File: src/rtl/rf_pkg.sv
package rf_pkg;
  localparam int DATA_W       = 32;
  localparam int REG_CNT      = 8;
  localparam int BYTE_REG_CNT = 4;
  localparam int LANES        = DATA_W / 8;
  localparam int IDX_W        = $clog2(REG_CNT);

  typedef enum logic [1:0] {
    SZ_BYTE  = 2'b00,
    SZ_WORD  = 2'b01,
    SZ_DWORD = 2'b10,
    SZ_RSVD  = 2'b11
  } opSize_e;

  typedef struct packed {
    logic [IDX_W-1:0] regIdx;
    logic [LANES-1:0] lanes;
    logic             shift8;
  } rdCtl_t;

  typedef struct packed {
    logic [REG_CNT-1:0] sel;
    logic [LANES-1:0]   lanes;
    logic               shift8;
  } wrCtl_t;
endpackage

File: src/rtl/rf_ctrl.sv
module rf_ctrl
  import rf_pkg::*;
(
  input  logic             clk,
  input  logic             rstN,
  input  logic [IDX_W-1:0] rdRegA,
  input  logic [1:0]       rdSizeA,
  input  logic             rdHiA,
  input  logic [IDX_W-1:0] rdRegB,
  input  logic [1:0]       rdSizeB,
  input  logic             rdHiB,
  input  logic             wrEn,
  input  logic [IDX_W-1:0] wrReg,
  input  logic [1:0]       wrSize,
  input  logic             wrHi,
  output rdCtl_t           rdCtlA,
  output rdCtl_t           rdCtlB,
  output wrCtl_t           wrCtl,
  output logic             rdBadA,
  output logic             rdBadB,
  output logic             wrBad
);
  localparam logic [LANES-1:0] LANE_ALL  = '1;
  localparam logic [LANES-1:0] LANE_WORD = LANES'(2'b11);
  localparam logic [LANES-1:0] LANE_LO   = LANES'(1'b1);

  function automatic logic isIllegal(logic [IDX_W-1:0] r, logic [1:0] sz);
    opSize_e s;
    s = opSize_e'(sz);
    return (s == SZ_RSVD) || (s == SZ_BYTE && int'(r) >= BYTE_REG_CNT);
  endfunction

  function automatic logic [LANES-1:0] sizeLanes(logic [1:0] sz);
    case (opSize_e'(sz))
      SZ_BYTE:  return LANE_LO;
      SZ_WORD:  return LANE_WORD;
      SZ_DWORD: return LANE_ALL;
      default:  return '0;
    endcase
  endfunction

  function automatic rdCtl_t decodeRead(logic [IDX_W-1:0] r, logic [1:0] sz, logic hi);
    rdCtl_t c;
    c.regIdx = r;
    c.shift8 = hi && (opSize_e'(sz) == SZ_BYTE);
    c.lanes  = isIllegal(r, sz) ? '0 : sizeLanes(sz);
    return c;
  endfunction

  logic wrIllegal;

  always_comb begin
    rdCtlA    = decodeRead(rdRegA, rdSizeA, rdHiA);
    rdCtlB    = decodeRead(rdRegB, rdSizeB, rdHiB);
    rdBadA    = isIllegal(rdRegA, rdSizeA);
    rdBadB    = isIllegal(rdRegB, rdSizeB);
    wrIllegal = isIllegal(wrReg, wrSize);
    wrBad     = wrEn && wrIllegal;
    wrCtl.shift8 = wrHi && (opSize_e'(wrSize) == SZ_BYTE);
    wrCtl.lanes  = sizeLanes(wrSize) << (wrCtl.shift8 ? 1 : 0);
    wrCtl.sel    = '0;
    if (wrEn && !wrIllegal) wrCtl.sel[wrReg] = 1'b1;
  end

  AST_ONE_TARGET: assert property (@(posedge clk) disable iff (!rstN)
    $onehot0(wrCtl.sel));

  AST_BAD_NO_SELECT: assert property (@(posedge clk) disable iff (!rstN)
    wrBad |-> (wrCtl.sel == '0));

  AST_IDLE_NO_SELECT: assert property (@(posedge clk) disable iff (!rstN)
    !wrEn |-> (wrCtl.sel == '0));
endmodule

File: src/rtl/rf_datapath.sv
module rf_datapath
  import rf_pkg::*;
(
  input  logic              clk,
  input  logic              rstN,
  input  rdCtl_t            rdCtlA,
  input  rdCtl_t            rdCtlB,
  input  wrCtl_t            wrCtl,
  input  logic [DATA_W-1:0] wrData,
  output logic [DATA_W-1:0] rdDataA,
  output logic [DATA_W-1:0] rdDataB
);
  logic [REG_CNT-1:0][DATA_W-1:0] regs;
  logic [REG_CNT-1:0][DATA_W-1:0] touchMask;
  logic [DATA_W-1:0]              wrAligned;

  function automatic logic [DATA_W-1:0] laneBits(logic [LANES-1:0] lanes);
    logic [DATA_W-1:0] m;
    for (int l = 0; l < LANES; l++) m[l*8 +: 8] = {8{lanes[l]}};
    return m;
  endfunction

  function automatic logic [DATA_W-1:0] readSlice(logic [DATA_W-1:0] raw, rdCtl_t c);
    logic [DATA_W-1:0] s;
    s = c.shift8 ? (raw >> 8) : raw;
    return s & laneBits(c.lanes);
  endfunction

  assign wrAligned = wrCtl.shift8 ? (wrData << 8) : wrData;

  for (genvar r = 0; r < REG_CNT; r++) begin : g_mask
    assign touchMask[r] = wrCtl.sel[r] ? laneBits(wrCtl.lanes) : '0;
  end

  always_ff @(posedge clk or negedge rstN) begin
    if (!rstN) begin
      regs <= '0;
    end else begin
      for (int r = 0; r < REG_CNT; r++)
        regs[r] <= (regs[r] & ~touchMask[r]) | (wrAligned & touchMask[r]);
    end
  end

  assign rdDataA = readSlice(regs[rdCtlA.regIdx], rdCtlA);
  assign rdDataB = readSlice(regs[rdCtlB.regIdx], rdCtlB);

  AST_SLICE_KEEP: assert property (@(posedge clk) disable iff (!rstN)
    ((regs & ~$past(touchMask)) == ($past(regs) & ~$past(touchMask))));

  AST_SLICE_LOAD: assert property (@(posedge clk) disable iff (!rstN)
    (|wrCtl.sel) |=> ((regs & $past(touchMask)) ==
                      ({REG_CNT{$past(wrAligned)}} & $past(touchMask))));
endmodule

File: src/rtl/alias_regfile.sv
module alias_regfile
  import rf_pkg::*;
(
  input  logic              clk,
  input  logic              rstN,
  input  logic [IDX_W-1:0]  rdRegA,
  input  logic [1:0]        rdSizeA,
  input  logic              rdHiA,
  output logic [DATA_W-1:0] rdDataA,
  output logic              rdBadA,
  input  logic [IDX_W-1:0]  rdRegB,
  input  logic [1:0]        rdSizeB,
  input  logic              rdHiB,
  output logic [DATA_W-1:0] rdDataB,
  output logic              rdBadB,
  input  logic              wrEn,
  input  logic [IDX_W-1:0]  wrReg,
  input  logic [1:0]        wrSize,
  input  logic              wrHi,
  input  logic [DATA_W-1:0] wrData,
  output logic              wrBad
);
  rdCtl_t rdCtlA, rdCtlB;
  wrCtl_t wrCtl;

  rf_ctrl u_ctrl (
    .clk(clk), .rstN(rstN),
    .rdRegA(rdRegA), .rdSizeA(rdSizeA), .rdHiA(rdHiA),
    .rdRegB(rdRegB), .rdSizeB(rdSizeB), .rdHiB(rdHiB),
    .wrEn(wrEn), .wrReg(wrReg), .wrSize(wrSize), .wrHi(wrHi),
    .rdCtlA(rdCtlA), .rdCtlB(rdCtlB), .wrCtl(wrCtl),
    .rdBadA(rdBadA), .rdBadB(rdBadB), .wrBad(wrBad)
  );

  rf_datapath u_dp (
    .clk(clk), .rstN(rstN),
    .rdCtlA(rdCtlA), .rdCtlB(rdCtlB), .wrCtl(wrCtl), .wrData(wrData),
    .rdDataA(rdDataA), .rdDataB(rdDataB)
  );

  AST_BAD_READ_ZERO_A: assert property (@(posedge clk) disable iff (!rstN)
    rdBadA |-> (rdDataA == '0));

  AST_BAD_READ_ZERO_B: assert property (@(posedge clk) disable iff (!rstN)
    rdBadB |-> (rdDataB == '0));

  AST_BYTE_READ_NARROW: assert property (@(posedge clk) disable iff (!rstN)
    (rdSizeA == 2'b00) |-> (rdDataA[DATA_W-1:8] == '0));
endmodule

File: config.mk
export PLATFORM = sky130hd
export DESIGN_NAME = alias_regfile
export DESIGN_NICKNAME = d
export VERILOG_FILES = /design/src/rtl/rf_pkg.sv /design/src/rtl/rf_ctrl.sv /design/src/rtl/rf_datapath.sv /design/src/rtl/alias_regfile.sv
export SDC_FILE = /design/constraint.sdc
export NUM_CORES = 1
export LEC_CHECK = 0
export CORE_ASPECT_RATIO = 1.4
export CORE_MARGIN = 3
export CORE_UTILIZATION = 35
export CTS_CLUSTER_DIAMETER = 40
export DETAILED_ROUTE_END_ITERATION = 12
export PLACE_DENSITY = 0.62
export SLEW_MARGIN = 25
export SYNTH_ARGS = -nofsm -noshare
export SYNTH_HDL_FRONTEND = slang
export SYNTH_SLANG_ARGS = --single-unit
File: constraint.sdc
create_clock -name clk -period 2.32 [get_ports clk]
set_input_delay 0.464 -clock clk [delete_from_list [all_inputs] [get_ports clk]]
set_output_delay 0.464 -clock clk [all_outputs]
set_load 0.01 [all_outputs]
==> results.sh <==
export IMPL_fmax_mhz=393
export IMPL_portBuffers=119
export IMPL_placedCellCount=1676
export IMPL_end_kind="output port"
export IMPL_critical_path_startpoint_type="flip-flop"
export IMPL_reg2reg_depth=3
export IMPL_critPathMaxStageDelay_ps=430
export IMPL_ys_types=40
export IMPL_rsz0062_at_grt="yes"
export IMPL_drtIter0Drc=768
export IMPL_nets=1308
export IMPL_place_congestion=0.853
export IMPL_htree_num_levels=2
export IMPL_fp_dieW_um=177
export IMPL_ys_seq_area_share_pct=45.0
export IMPL_ys_warn_count=0
export IMPL_boundaryPins=120
export IMPL_synth_top_area_cell="dfrtp_1"
export IMPL_tightest_slew_ps=729
export IMPL_drcViolationCount=0
export IMPL_grt_first_pass_wirelength_um=69700
export IMPL_violations="negative setup slack"
export IMPL_area_growth_pct=41.9
export IMPL_grt_max_degree=75
export IMPL_vias=10200
export IMPL_power_density_nw_per_um2=850
export IMPL_yosys_top_cells_area="dfrtp_1 45%, mux2_2 22%, mux4_2 20%"
export IMPL_synthesis_area_um2=14300
export IMPL_r2r_slack_ps=1300
export IMPL_synth_seq_cells=256
export IMPL_ir_worst_vdd_mv=0.519
export IMPL_drv_slew=0
export IMPL_first_pass_iters=5
export IMPL_cts_reportedPaths_clkPinSlew_ps=50
export IMPL_vias_per_cell=5.65
export IMPL_criticalPathCategory="flip-flop to output port"
export IMPL_cpMostUsedCell="buf_6"
export IMPL_hp_class="input port to asynchronous set/reset pin"
export IMPL_antenna_left=0
export IMPL_grt_total_usage_pct=21.2
export IMPL_status="finished with violations"
export IMPL_required_ps=1860
export IMPL_antenna_found_initial=0
export IMPL_critPathTopFamily="multiplexers"
export IMPL_avgSynthCellArea_um2=15.5
export IMPL_holdWs_ps=411
export IMPL_wire_per_inst_um=25.6
export IMPL_initial_core_util_pct=35.8
export IMPL_drive_gt1_share_pct=68.7
export IMPL_finalHoldViolations=0
export IMPL_min_period_ps=2550
export IMPL_tritoncts="yes"
export IMPL_layout_cells_non_filler=1806
export IMPL_cp_cell_sequence="buf_6, mux4_2, mux2i_1, buf_4, buf_6, o21ai_1, buf_2"
export IMPL_routed_wl_um=46200
export IMPL_finalSetupViolations=59
export IMPL_cts_sinks=256
export IMPL_dp_slack_ps=-798
export IMPL_max_slew_margin_pct=51.4
export IMPL_cp_num_buf_inv=4
export IMPL_diodes=0
export IMPL_cp_data_arrival_time_ps=2080
export IMPL_numCtsBuffers=40
export IMPL_setup_tns_ps=-6760
export IMPL_dieArea_um2=43200
export IMPL_placed_cell_area_um2=17600
export IMPL_grt_pass1_vias=11000
export IMPL_overflow=0
export IMPL_fin_ws_ps=-226
export IMPL_design_area_um2=20200
export IMPL_cp_depth=7
export IMPL_leakage_nw=8.74
export IMPL_fp_row_count=86
export IMPL_clock_latency_ps=530
export IMPL_root_buffer="clkbuf_16"
export IMPL_critical_path_max_fanout=2
export IMPL_dp_hpwl_um=31300
export IMPL_core_um2=39800
export IMPL_period_share_pct=110
export IMPL_dieHeight_um=245
export IMPL_synth_cells=922
export IMPL_finalClockSkew_ps=0
export IMPL_crit_path_end="rdDataA[6]"
export IMPL_slowest_stage="mux4_2"
export IMPL_synth_nets=984
export IMPL_clockBufferDepth=3
export IMPL_maxCapViolCount=0
export IMPL_post_synth_top_area_fraction_pct=45.0
kinds of logic after synthesis:
logic type / synth area share (%)
mux: 45.8
flops: 45.0
compound gates: 3.09
simple gates: 3.39
buf+inv: 1.98
fa+ha+maj: 0.790
layout by cell type, fill, tap and decap left out, drive strengths merged:
master,n
and4bb,1
mux4,128
clkbuf,51
a22oi,15
clkinv,15
or4b,2
nor2,18
o22ai,32
nor3b,6
a21o,2
mux2,280
a21oi,2
mux2i,49
nor3,1
nand4b,2
or3b,1
nand2,14
and2,1
nor4,1
dlygate4sd3,1
bufinv,4
nor2b,4
nor4bb,1
and4b,1
dlygate4sd2,4
buf,287
o311ai,1
clkinvlp,3
clkdlybuf4s50,43
or2,2
inv,10
nand3,11
nor4b,2
o21ai,15
dfrtp,256
ha,9
a211oi,2
and3,1
through the flow:
| step | total power [mW] | utilization [%] |
|---|---|---|
| after floorplan | 8.46 | - |
| after global placement | 10.3 | 44.3 |
| after detailed placement | 10.5 | 44.3 |
| after CTS | 17.0 | 49.6 |
| after global routing | 17.9 | 50.8 |
| final | 17.2 | 50.8 |
layout make-up:
type	instances	area, um^2
multi-input cells	604	8250
fillers	3350	19600
inverters	6	22.5
flip-flops and latches	256	6410
clock inverters	26	288
clock buffers	48	1080
well taps	528	661
repair buffers	338	3520
cells in the mapped netlist:
library cell and instances:
mux2_2 280, dfrtp_1 256, mux4_2 128, mux2i_1 49
o22ai_1 32, buf_2 31, clkbuf_1 20, nor2_1 18
a22oi_1 15, o21ai_0 15, nand2_1 14, ha_1 9
nand3_1 9, inv_1 6, nor2b_1 4, buf_1 3
nor3b_4 3, a211oi_1 2, a21o_1 2, nand3_2 2
nand4b_1 2, nor3b_1 2, nor4b_4 2, or4b_2 2
a21oi_1 1, a21oi_2 1, and2_1 1, and3_1 1
and4b_1 1, and4bb_2 1, buf_4 1, buf_6 1
nor3_4 1, nor3b_2 1, nor4_4 1, nor4bb_1 1
o311ai_0 1, or2_0 1, or2_2 1, or3b_1 1
how the worst min path moves through the flow:
stage / endpoint / slack, ps / cells past startpoint
finish: asynchronous set/reset pin / 410 / 2
global route: asynchronous set/reset pin / 440 / 2
CTS: asynchronous set/reset pin / 420 / 2
detailed placement: asynchronous set/reset pin / 380 / 1
global placement: asynchronous set/reset pin / 370 / 1
floorplan: asynchronous set/reset pin / 170 / 0
per-layer routing:
layer | global-route usage, % | vias to the layer above | wire length (um)
met2 | 35.0 | 362 | 22500
li1 | - | 4346 | -
met5 | 0 | - | 0
met3 | 5.04 | 86 | 3190
met1 | 27.7 | 5403 | 19200
met4 | 6.87 | 0 | 1370
what timing repair did:
action | in CTS | in global routing
endpoints found under the hold margin | 36 | 0
hold buffers | 1 | 0
cloned | 6 | 2
pin swaps | 26 | 21
setup endpoints to repair | 67 | 66
buffers inserted | 41 | 11
gates resized for setup | 409 | 62
where the power goes:
part           total (mW)  leakage (nW)  switching [mW]  internal [mW]
sequential           6.19          3.26           0.729           5.46
clock                6.07         0.670            2.25           3.82
combinational        4.93          4.81            2.01           2.92
worst register-to-register path, delay by kind of cell (launching register included):
kind                   cells  cell delay (ps)
multiplexers               1              260
buffers and inverters      2              260
flip-flops                 1              390
Power figures use the tool's default switching activity.
